**config.mk**
```make
export PLATFORM = sky130hd
export DESIGN_NAME = acc_cpu
export DESIGN_NICKNAME = d
export VERILOG_FILES = /design/src/rtl/acc_cpu_pkg.sv /design/src/rtl/acc_cpu_mem.sv /design/src/rtl/acc_cpu_alu.sv /design/src/rtl/acc_cpu_ctrl.sv /design/src/rtl/acc_cpu.sv
export SDC_FILE = /design/constraint.sdc
export NUM_CORES = 1
export LEC_CHECK = 0
export BUFFER_PORTS_ARGS = -buffer_cell sky130_fd_sc_hd__buf_2
export CORE_ASPECT_RATIO = 2
export CORE_UTILIZATION = 40
export CTS_CLUSTER_SIZE = 28
export DETAILED_ROUTE_END_ITERATION = 10
export GPL_ROUTABILITY_DRIVEN = 0
export PLACE_DENSITY_LB_ADDON = 0.15
export SETUP_SLACK_MARGIN = 0.4
export SLEW_MARGIN = 10
export SYNTH_ARGS = -nofsm -noshare
export SYNTH_HDL_FRONTEND = slang
export SYNTH_SLANG_ARGS = --single-unit
```
**constraint.sdc**
```tcl
create_clock -name clk -period 7.2 [get_ports clk]
set_input_delay 1.08 -clock clk [delete_from_list [all_inputs] [get_ports clk]]
set_output_delay 1.08 -clock clk [all_outputs]
set_load 0.02 [all_outputs]
```
**src/rtl/acc_cpu_pkg.sv**
```systemverilog
package acc_cpu_pkg;

  localparam logic [3:0] OPC_LOAD  = 4'b0001;
  localparam logic [3:0] OPC_ADD   = 4'b0010;
  localparam logic [3:0] OPC_STORE = 4'b0011;
  localparam logic [3:0] OPC_JUMP  = 4'b0100;
  localparam logic [3:0] OPC_HALT  = 4'b1111;

  typedef enum logic [2:0] {
    ST_FETCH_ADDR = 3'd0,
    ST_FETCH_DATA = 3'd1,
    ST_OPER_ADDR  = 3'd2,
    ST_EXECUTE    = 3'd3,
    ST_STOPPED    = 3'd4
  } step_e;

endpackage

```
**src/rtl/acc_cpu_mem.sv**
```systemverilog
module acc_cpu_mem #(
  parameter int ADDR_W = 4,
  parameter int DATA_W = 8
) (
  input  logic              clk,
  input  logic              we,
  input  logic [ADDR_W-1:0] waddr,
  input  logic [DATA_W-1:0] wdata,
  input  logic [ADDR_W-1:0] raddr,
  output logic [DATA_W-1:0] rdata
);
  localparam int DEPTH = 1 << ADDR_W;

  logic [DATA_W-1:0] cells [DEPTH];

  for (genvar g = 0; g < DEPTH; g++) begin : g_cell
    always_ff @(posedge clk) begin
      if (we && waddr == ADDR_W'(g)) cells[g] <= wdata;
    end
  end

  assign rdata = cells[raddr];

endmodule

```
**src/rtl/acc_cpu_alu.sv**
```systemverilog
module acc_cpu_alu #(
  parameter int DATA_W = 8
) (
  input  logic [DATA_W-1:0] lhs,
  input  logic [DATA_W-1:0] rhs,
  output logic [DATA_W-1:0] sum,
  output logic              cout
);
  logic [DATA_W:0] wide;

  always_comb begin
    wide = {1'b0, lhs} + {1'b0, rhs};
    sum  = wide[DATA_W-1:0];
    cout = wide[DATA_W];
  end

endmodule

```
**src/rtl/acc_cpu_ctrl.sv**
```systemverilog
module acc_cpu_ctrl
  import acc_cpu_pkg::*;
(
  input  logic  clk,
  input  logic  rst,
  input  logic  is_halt,
  output step_e step,
  output logic  halted
);
  step_e step_nx;

  always_comb begin
    step_nx = step;
    unique case (step)
      ST_FETCH_ADDR: step_nx = ST_FETCH_DATA;
      ST_FETCH_DATA: step_nx = ST_OPER_ADDR;
      ST_OPER_ADDR:  step_nx = ST_EXECUTE;
      ST_EXECUTE:    step_nx = is_halt ? ST_STOPPED : ST_FETCH_ADDR;
      ST_STOPPED:    step_nx = ST_STOPPED;
      default:       step_nx = ST_FETCH_ADDR;
    endcase
  end

  always_ff @(posedge clk) begin
    if (rst) begin
      step   <= ST_FETCH_ADDR;
      halted <= 1'b0;
    end else begin
      step <= step_nx;
      if (step == ST_EXECUTE && is_halt) halted <= 1'b1;
    end
  end

  // a non-halting execute step always returns to the fetch step
  assert_four_step_R3: assert property (@(posedge clk) disable iff (rst)
    (step == ST_EXECUTE && !is_halt) |=> step == ST_FETCH_ADDR);

  // halt executes into the stopped state with the flag raised
  assert_halt_enter_R9: assert property (@(posedge clk) disable iff (rst)
    (step == ST_EXECUTE && is_halt) |=> (halted && step == ST_STOPPED));

endmodule

```
**src/rtl/acc_cpu.sv**
```systemverilog
module acc_cpu
  import acc_cpu_pkg::*;
#(
  parameter int DATA_W = 8,
  parameter int ADDR_W = 4
) (
  input  logic              clk,
  input  logic              rst,
  input  logic              prog_valid,
  output logic              prog_ready,
  input  logic [ADDR_W-1:0] prog_addr,
  input  logic [DATA_W-1:0] prog_data,
  output logic              halted,
  output logic [DATA_W-1:0] dbg_acc,
  output logic [ADDR_W-1:0] dbg_pc,
  output logic              dbg_carry
);
  localparam int OP_W = DATA_W - ADDR_W;

  logic [ADDR_W-1:0] pc, mar;
  logic [DATA_W-1:0] mdr, ir, acc;
  logic              carry;
  logic [DATA_W-1:0] mem_rdata, alu_sum;
  logic              alu_cout;
  logic [OP_W-1:0]   op;
  logic [ADDR_W-1:0] opnd;
  logic              is_load, is_add, is_store, is_jump, is_halt;
  logic              cpu_we, mem_we;
  logic [ADDR_W-1:0] mem_waddr;
  logic [DATA_W-1:0] mem_wdata;
  step_e             step;

  assign op   = ir[DATA_W-1 -: OP_W];
  assign opnd = ir[ADDR_W-1:0];

  always_comb begin
    is_load  = (op == OP_W'(OPC_LOAD));
    is_add   = (op == OP_W'(OPC_ADD));
    is_store = (op == OP_W'(OPC_STORE));
    is_jump  = (op == OP_W'(OPC_JUMP));
    is_halt  = (op == OP_W'(OPC_HALT));
  end

  assign prog_ready = rst;
  assign cpu_we     = !rst && step == ST_EXECUTE && is_store;

  always_comb begin
    if (rst) begin
      mem_we    = prog_valid;
      mem_waddr = prog_addr;
      mem_wdata = prog_data;
    end else begin
      mem_we    = cpu_we;
      mem_waddr = mar;
      mem_wdata = acc;
    end
  end

  acc_cpu_mem #(.ADDR_W(ADDR_W), .DATA_W(DATA_W)) u_mem (
    .clk   (clk),
    .we    (mem_we),
    .waddr (mem_waddr),
    .wdata (mem_wdata),
    .raddr (mar),
    .rdata (mem_rdata)
  );

  acc_cpu_alu #(.DATA_W(DATA_W)) u_alu (
    .lhs  (acc),
    .rhs  (mem_rdata),
    .sum  (alu_sum),
    .cout (alu_cout)
  );

  acc_cpu_ctrl u_ctrl (
    .clk     (clk),
    .rst     (rst),
    .is_halt (is_halt),
    .step    (step),
    .halted  (halted)
  );

  always_ff @(posedge clk) begin
    if (rst) begin
      pc    <= '0;
      mar   <= '0;
      mdr   <= '0;
      ir    <= '0;
      acc   <= '0;
      carry <= 1'b0;
    end else begin
      unique case (step)
        ST_FETCH_ADDR: mar <= pc;
        ST_FETCH_DATA: begin
          mdr <= mem_rdata;
          pc  <= pc + 1'b1;
        end
        ST_OPER_ADDR: begin
          ir  <= mdr;
          mar <= mdr[ADDR_W-1:0];
        end
        ST_EXECUTE: begin
          mdr <= mem_rdata;
          if (is_load) acc <= mem_rdata;
          if (is_add) begin
            acc   <= alu_sum;
            carry <= alu_cout;
          end
          if (is_jump) pc <= opnd;
        end
        default: ;
      endcase
    end
  end

  assign dbg_acc   = acc;
  assign dbg_pc    = pc;
  assign dbg_carry = carry;

  // second step advances the program counter by one
  assert_pc_step_R4: assert property (@(posedge clk) disable iff (rst)
    (step == ST_FETCH_DATA) |=> pc == ADDR_W'($past(pc) + 1'b1));

  // a store never disturbs the accumulator
  assert_store_keeps_acc_R7: assert property (@(posedge clk) disable iff (rst)
    (step == ST_EXECUTE && is_store) |=> $stable(acc));

  // once halted, architectural state is frozen
  assert_halt_frozen_R9: assert property (@(posedge clk) disable iff (rst)
    halted |=> (halted && $stable(pc) && $stable(acc) && $stable(carry)));

  // carry is untouched outside an add
  assert_carry_only_add_R11: assert property (@(posedge clk) disable iff (rst)
    !(step == ST_EXECUTE && is_add) |=> $stable(carry));

  // accumulator changes only at the execute step
  assert_acc_exec_R12: assert property (@(posedge clk) disable iff (rst)
    (step != ST_EXECUTE) |=> $stable(acc));

endmodule

```
==> metrics <==
detailed-router iteration count before antenna repair 5; slowest cell on the critical path dfxtp_2; areal power density over the cells 270.4 nW/µm²; post-synthesis average cell area 14.41 µm²; num rows 69; Min Clock Period, post-route 3.618 ns; Critical Path Max Stage Delay 0.98 ns; proportion of synthesized chip area in sequential cells 64.63%; DRC Markers 0; final slew viol count 0; startpoint type of the worst setup path flip-flop; area of the multi-input gates 2375 µm²; setup repair after global routing missed its margin no; iteration-0 DRC count of the detailed router 215; Hold-fix buffers, CTS 0; total via count in the routed design 4334; Clock H-tree levels 4; worst setup slack for register-to-register paths 3.58 ns; Setup crit end kind flip-flop; buffer and inverter count on the worst path 0; number of hold violations in the final report 0; final instance area 8108 µm²; highest-count cells in the layout ignoring fill and taps edfxtp_1 (128), nand2_1 (57), nor2_1 (48); Top FF cell, synth edfxtp_1; synthesized cell area 7217 µm²; overall track demand over capacity in global routing 20.74%; Seq. cell area 4666 µm²; setup TNS 0 ns; filler instances 1529; I/O pin count 30; actual transition at the worst max-transition pin 1.009 ns; half-perimeter wire length of the detailed placement result 13.28 mm; clock-pin slew of the registers on the worst-case setup and hold paths 0.07 ns; Hold/Removal Path Class flip-flop to flip-flop; cells taking the most area after synthesis edfxtp_1 (53%), dfxtp_1 (11%), mux4_2 (10%); Port Buffer Count 29; setup fix buffers added after clock tree synthesis 0; post-synthesis net count 526; data required time of the critical path 7.56 ns; cell type with the highest aggregate area in the netlist edfxtp_1; crit path max fanout 31; Critical Path End dbg_carry; number of endpoints failing setup at the final stage 0; clock root buffer master clkbuf_16; count of cells along the worst register-to-register path 9; number of clock sinks 169; post-detailed-route via-to-cell ratio 5.756; synthesis warning total 0; Core ar. 17700 µm²; count of antenna-violating nets left after detailed routing 0; vertical die dimension 192.0 µm; capturing point of the worst reg2reg path dbg_carry; Die ar. 18620 µm²; CP cell instances mux4_2 > a22oi_1 > nand2_1 > ha_1 > o21ai_0 > a21oi_1 > o21ai_0 > a211o_1 > a21oi_1; first-pass GRT wire length 27.63 mm; Unique masters post-synth 60; number of register bits inferred by synthesis 169; top achievable clock speed 276.4 MHz; clock buffers created by TritonCTS 17; met1 WL 6.263 mm; Worst Path Arrival 3.98 ns; number of global-route vias before repair 4438; CP delay by family, top compound AO/OA/AOI/OAI gates; Top Metal Used met4; Power, Total 2193 µW; most common cell after layout, fill and taps aside edfxtp_1; placed inst area 7508 µm²; antenna violations before repair 0; number of gates resized after cts 0; post-route clock skew 0.005455 ns; number of flops mapped to enable cells by yosys 128; largest voltage drop on the vdd net 0.1619 mV; Pleak 0.002724 µW; outcome completed; area overhead of the layout relative to synthesis 12.34%; proportion of register bits with asynchronous set or reset after synthesis 0%; maximum clock insertion buffer count 2; TritonCTS clock tree done; maximum number of pins on one net before global-route repair 62; antenna fix cells 0; clock latency reported for the late side of the worst-skew pair 0.43 ns; met3 WL 442 µm; share of the cycle needed by the critical path after routing 50.25%; met2 routed WL 10.54 mm; Wirelength per Cell 24.18 µm; NumNets Final 552; Overflow after GRT 0; type of the setup path with the least slack flip-flop to flip-flop; share of layout cells above drive strength 1 22.04%; initial core utilization 40.78%; number of instances in the synthesized netlist 501; share of Yosys cell area claimed by the top area cell type 53.26%; number of gates on the worst path with buffers counted 9; DIE WIDTH 96.98 µm; remaining max-slew budget at the tightest pin 32.72%; max-cap viol count 0; final WL 18.21 mm
-- worst min path at each step --
stage | start | end | slack [ns] | depth (start not counted)
final | ir[2] | ir[2] | 0.45 | 2
after global routing | mdr[7] | ir[7] | 0.47 | 2
after CTS | ir[2] | ir[2] | 0.45 | 2
after detailed placement | ir[2] | ir[2] | 0.44 | 2
after global placement | ir[3] | ir[3] | 0.44 | 2
after floorplan | ir[2] | ir[2] | 0.43 | 2
-- logic make-up (layout without fill, tap and decap cells) --
family | Yosys count | count (layout) | synth area share, %
DFF | 169 | 169 | 64.63
AOI/OAI and AO/OA | 87 | 87 | 8.478
buffers and inverters | 34 | 73 | 2.462
muxes | 50 | 50 | 12.64
and+or+nand+nor | 148 | 148 | 9.587
xor gates and xnor gates | 3 | 3 | 0.3641
adders and majority gates | 10 | 10 | 1.838
-- flip-flops by register name, summed over array words and instances, names as in the netlist, named ones only --
| name | count |
|---|---|
| dbg_carry | 1 |
| ir | 8 |
| dbg_pc | 4 |
| mdr | 8 |
| u_mem.cells | 128 |
| u_ctrl.halted | 1 |
| dbg_acc | 8 |
| u_ctrl.step | 3 |
| mar | 4 |
-- final cells by class --
type,instances,area share (%)
Clock buffer,17,5.247
Clock inverter,15,2.145
Inverter,9,0.4167
Multi-Input combinational cell,298,29.29
Sequential cell,169,57.55
Tap cell,213,3.287
Timing Repair Buffer,32,2.068
-- power breakdown --
group,leakage [µW],total [µW],internal [µW],switching (µW)
logic,0.000934,172,66.7,105
clock network,0.000285,931,546,385
registers,0.00151,1090,1060,25.3
-- routing by layer --
| layer | global-route usage (%) | vias to the layer above |
|---|---|---|
| met2 | 39.54 | 119 |
| met3 | 3.093 | 45 |
| met4 | 13.09 | 0 |
| met1 | 20.72 | 2203 |
| li1 | - | 1967 |
| met5 | 0 | - |
-- cells in the mapped netlist, drive strengths merged, types with 2 or more instances --
library cell	count
nor3b	5
xnor2	2
a22oi	12
nand3	3
nor4	3
o31ai	2
nor2b	4
nand2	58
a31oi	2
and2	3
mux2i	9
or4b	2
nor2	48
o21ai	14
edfxtp	128
dfxtp	41
mux4	32
a21oi	28
nor3	12
or3	2
mux2	9
o22ai	2
a221oi	2
inv	9
clkbuf	10
ha	9
buf	15
and3	2
nand2b	4
a211oi	12
-- worst reg2reg max path, stage by stage, from the launching register on --
cell and delay [ns]:
dfxtp_2 0.98, mux4_2 0.64, a22oi_1 0.38, nand2_1 0.23
ha_1 0.40, o21ai_0 0.10, a21oi_1 0.26, o21ai_0 0.14
a211o_1 0.31, a21oi_1 0.11
-- stage by stage --
step / util (%) / instances / hold slack [ns] / setup slack, ns
global route: 45.81 / 753 / 0.4748 / 3.355
detailed placement: 42.42 / 721 / 0.4439 / 3.576
floorplan: - / 501 / 0.4319 / 4.439
CTS: 45.81 / 753 / 0.4526 / 3.595
global placement: 42.42 / 721 / 0.4401 / 3.584
finish: 45.81 / 753 / 0.4508 / 3.582
Power figures use the tool's default switching activity.
